### src/rtl/dual_pfd.sv
module dual_pfd #(
  parameter int CW = 8
) (
  input  logic          clk,
  input  logic          rst_n,
  input  logic          ref_in,
  input  logic          tx_div_in,
  input  logic          rx_div_in,
  input  logic          standby_n,
  output logic          tx_drv_en,
  output logic          tx_drv_hi,
  output logic          rx_drv_en,
  output logic          rx_drv_hi,
  output logic [CW-1:0] tx_err_width,
  output logic          tx_err_lead,
  output logic [CW-1:0] rx_err_width,
  output logic          rx_err_lead
);
  localparam logic [CW-1:0] WMAX = {CW{1'b1}};
  localparam int LANES = 2;

  logic             ref_q;
  logic             ref_rise;
  logic [LANES-1:0] div_in;
  logic [LANES-1:0] lane_on;

  assign div_in   = {rx_div_in, tx_div_in};
  assign lane_on  = {1'b1, standby_n};
  assign ref_rise = ref_in & ~ref_q;

  always_ff @(posedge clk or negedge rst_n)
    if (!rst_n) ref_q <= 1'b0;
    else        ref_q <= ref_in;

  for (genvar g = 0; g < LANES; g++) begin : g_lane
    logic          div_q, up, dn, lead_run, lead_out;
    logic [CW-1:0] cnt, width;
    logic          div_rise, up_nx, dn_nx, both, active;

    assign div_rise = div_in[g] & ~div_q;
    assign up_nx    = up | ref_rise;
    assign dn_nx    = dn | div_rise;
    assign both     = up_nx & dn_nx;
    assign active   = up | dn;

    always_ff @(posedge clk or negedge rst_n) begin
      if (!rst_n) begin
        div_q    <= 1'b0;
        up       <= 1'b0;
        dn       <= 1'b0;
        cnt      <= '0;
        width    <= '0;
        lead_run <= 1'b0;
        lead_out <= 1'b0;
      end else begin
        div_q <= div_in[g];
        if (!lane_on[g]) begin
          up       <= 1'b0;
          dn       <= 1'b0;
          cnt      <= '0;
          width    <= '0;
          lead_run <= 1'b0;
          lead_out <= 1'b0;
        end else begin
          up <= up_nx & ~both;
          dn <= dn_nx & ~both;
          if (active) begin
            cnt      <= (cnt == WMAX) ? WMAX : cnt + 1'b1;
            lead_run <= up;
          end else begin
            cnt <= '0;
            if (cnt != '0) begin
              width    <= cnt;
              lead_out <= lead_run;
            end
          end
        end
      end
    end
  end

  assign tx_drv_en    = g_lane[0].active;
  assign tx_drv_hi    = g_lane[0].up;
  assign rx_drv_en    = g_lane[1].active;
  assign rx_drv_hi    = g_lane[1].up;
  assign tx_err_width = g_lane[0].width;
  assign tx_err_lead  = g_lane[0].lead_out;
  assign rx_err_width = g_lane[1].width;
  assign rx_err_lead  = g_lane[1].lead_out;
endmodule

### config.mk
export PLATFORM = sky130hd
export DESIGN_NAME = dual_pfd
export DESIGN_NICKNAME = d
export VERILOG_FILES = /design/src/rtl/dual_pfd.sv
export SDC_FILE = /design/constraint.sdc
export NUM_CORES = 1
export LEC_CHECK = 0
export CORE_MARGIN = 8
export CORE_UTILIZATION = 57
export CTS_CLUSTER_DIAMETER = 200
export DETAILED_ROUTE_END_ITERATION = 6
export DONT_BUFFER_PORTS = 1
export GPL_ROUTABILITY_DRIVEN = 0
export GPL_TIMING_DRIVEN = 0
export HOLD_SLACK_MARGIN = 0.08
export MAX_ROUTING_LAYER = met4
export PLACE_DENSITY = 0.72
export SYNTH_ARGS = -nofsm -noshare
export SYNTH_HDL_FRONTEND = slang
export SYNTH_SLANG_ARGS = --single-unit
### constraint.sdc
create_clock -name clk -period 4 [get_ports clk]
set_clock_uncertainty 0.1 [all_clocks]
set_input_delay 0.2 -clock clk [delete_from_list [all_inputs] [get_ports clk]]
set_output_delay 0.2 -clock clk [all_outputs]
set_load 0.02 [all_outputs]
==> impl_metrics.yaml <==
run_status:
  status: "finished clean"
synth:
  netlist_area_um2: 2010
  synth_compound_area_frac: 0.142
  yosys.area_share.simple: 0.165
  synth_adder_area_share: 0.0248
  synthCells: 171
  synth_warnings: 0
  synth-xor-area-share: 0.00870
  yosysTopAreaCell: "dfrtp_1"
  ys_seq_area_frac: 0.534
  yosys.area.top_type_share: 0.534
  synth_nets: 181
  ys_seq_elements: 43
  synth_top_family_by_area: "simple AND/OR/NAND/NOR gates"
  synthMuxAreaShare: 0.0745
  synth_cell_types: 42
  syn_avg_cell_area_um2: 11.8
  yosys-top-cells-area: "dfrtp_1, mux2_2, a21oi_1, a22o_1, ha_1"
clock_tree:
  cts.clk_slew.worst_paths_ns: 0.12
  clockBufferDepth: 2
  cts_inserted_buffers: 5
  postCtsSetupRepairBufs: 0
  cts_sinks: 43
  ctsRootBufferMaster: "clkbuf_4"
  cts_max_level: 2
  insertion_delay_ns: 0.35
  cts_tree: "yes"
timing:
  holdWs_ns: 0.115
  worst_slew_pin_slew_ns: 0.389
  drv_slew: 0
  min_period_over_period: 0.448
  fmax_mhz: 558
  maxSlewHeadroom: 0.739
  rsz0062_at_grt: "false"
  period_needed_ns: 1.79
  hold_viol_final: 0
  tns_ns: 0
  setup_viol: 0
die:
  die_area_um2: 5690
  die_w_um: 75.5
  coreArea_um2: 3360
  start_util: 0.599
  boundaryPins: 28
  die_y_um: 75.5
  std_cell_rows: 21
worst_hold_path:
  min_path_type: "primary input to flip-flop"
global_route:
  top_usage_layer: "met2"
  antenna_found_initial: 0
  met2_usage: 0.242
  use_met1: 0.173
  grt_usage: 0.153
  grt_overflow: 0
  grt_first_pass_wirelength_mm: 6.48
  grtUsageMet3: 0.0605
  grt_max_degree: 44
  first_global_vias: 1380
worst_setup_path:
  path_buf_inv: 1
  cp_max_fo: 9
  crit_slowest_cell: "dfrtp_1"
  cp_slowest_stage_delay_ns: 0.52
  path_delay_family: "flip-flops"
  start_kind: "flip-flop"
  required_ns: 4.14
  arrival_ns: 1.93
  end_kind: "flip-flop"
  crit_type: "flip-flop to flip-flop"
  path_cells: "nor2_4 -> inv_2 -> a21oi_4 -> mux2_2"
cells_and_area:
  layout.cells.most_common: "dfrtp_1"
  final_cell_mix: "dfrtp_1, a21oi_1, mux2_2, inv_1, nand3_1"
  fin_nets: 194
  multiInputGateArea_um2: 836
  stdcell_area_um2: 2210
  area_growth_pct: 9.88
  drive_gt1_frac: 0.174
  fillers: 283
  seq_area_um2: 1080
  instances_no_fill: 230
  n_antenna_cell: 0
run:
  drv_cap: 0
placement:
  dp.cells: 217
  port_buffers: 0
  hpwlAfterDp_mm: 2.68
  dpl_cell_area_um2: 2070
power_and_ir_drop:
  power_leakage_nw: 0.996
  p_total_uw: 931
  vdd.ir_drop.worst_mv: 0.245
  p_per_area_nw_per_um2: 420
routing:
  drt-initial-drc-count: 70
  final_antenna_net_count: 0
  routed-via-count: 1378
  wl_mm: 3.81
  drc_errors: 0
  via_per_inst: 5.99
  drt_pass1_iterations: 4
  wl_per_cell_um: 16.6
## per-stage QoR
stage / setup slack (ns) / utilization
detailed placement: 2.22 / 0.616
finish: 2.21 / 0.658
CTS: 2.19 / 0.658
global placement: 2.24 / 0.616
floorplan: 2.35 / -
global route: 2.09 / 0.658
## logic make-up (layout without fill, tap and decap cells)
family,count (synthesis),after routing
mux,13,13
fa+ha+maj,4,4
xor+xnor,2,2
flops,43,43
simple gates,53,53
buf+inv,17,30
compound gates,39,39
## worst paths after layout
path	from	endpoint	slack (ns)	cells after the start
min in group asynchronous	rst_n	rx_err_width[3]$_DFFE_PN0P_	0.21	2
max	rx_drv_hi$_DFF_PN0_	rx_err_lead$_DFFE_PN0P_	2.21	4
max reg2reg	rx_drv_hi$_DFF_PN0_	rx_err_lead$_DFFE_PN0P_	2.21	4
max in group asynchronous	rst_n	tx_err_width[5]$_DFFE_PN0P_	3.37	2
min reg2reg	g_lane[1].lead_run$_DFFE_PN0N_	g_lane[1].lead_run$_DFFE_PN0N_	0.41	1
min	ref_in	g_lane[0].dn$_DFF_PN0_	0.12	2
## cell usage after synthesis
library cell,count
dfrtp_1,43
a21oi_1,11
mux2_2,11
inv_1,10
nand3_1,8
nand2_1,7
o21ai_0,7
a22o_1,6
nor3_1,6
a31oi_1,5
nor2b_1,5
and4_1,4
ha_1,4
nor2_1,4
and3_1,3
o311ai_2,3
and2_1,2
buf_4,2
buf_6,2
nand4_1,2
nor4b_1,2
o21a_1,2
or3_1,2
xnor2_1,2
a211oi_1,1
a21o_1,1
a21oi_4,1
and2b_1,1
and4bb_1,1
buf_12,1
clkbuf_1,1
inv_2,1
mux2_1,1
mux2_4,1
nor2_4,1
nor3b_1,1
nor4_2,1
nor4b_2,1
o211a_1,1
o21bai_1,1
or2_1,1
or4_1,1
## registers in the layout, indices dropped and copies added (netlist names)
register / flops
tx_drv_hi: 1
tx_err_width: 8
tx_err_lead: 1
g_lane.div_q: 2
rx_drv_hi: 1
ref_q: 1
rx_err_width: 8
rx_err_lead: 1
g_lane.cnt: 16
g_lane.dn: 2
g_lane.lead_run: 2
## cell type report
type | count | area share
plain buffers | 6 | 0.0277
clock buffers | 6 | 0.0187
clock inverters | 1 | 0.0136
inverters | 11 | 0.0187
multi-input cells | 111 | 0.378
flip-flops and latches | 43 | 0.486
well taps | 46 | 0.0260
repair buffers | 6 | 0.0317
## power breakdown
group	total (mW)	internal, mW	switching, mW
Clock	0.260	0.129	0.131
Combinational	0.147	0.0689	0.0780
Sequential	0.524	0.469	0.0552
## routing by layer
metal / vias up / share of wire
li1: 647 / -
met5: - / 0
met4: 0 / 0.015
met1: 689 / 0.42
met2: 35 / 0.49
met3: 7 / 0.076
## worst register-to-register path: stages, from the launching register on
cell	delay, ns
dfrtp_1	0.52
nor2_4	0.25
inv_2	0.15
a21oi_4	0.30
mux2_2	0.38
## what timing repair did
action | CTS | global route
hold buffers | 6 | 0
endpoints found under the hold margin | 52 | 0
gates resized for setup | 0 | 0
(Power assumes the default switching activity.)
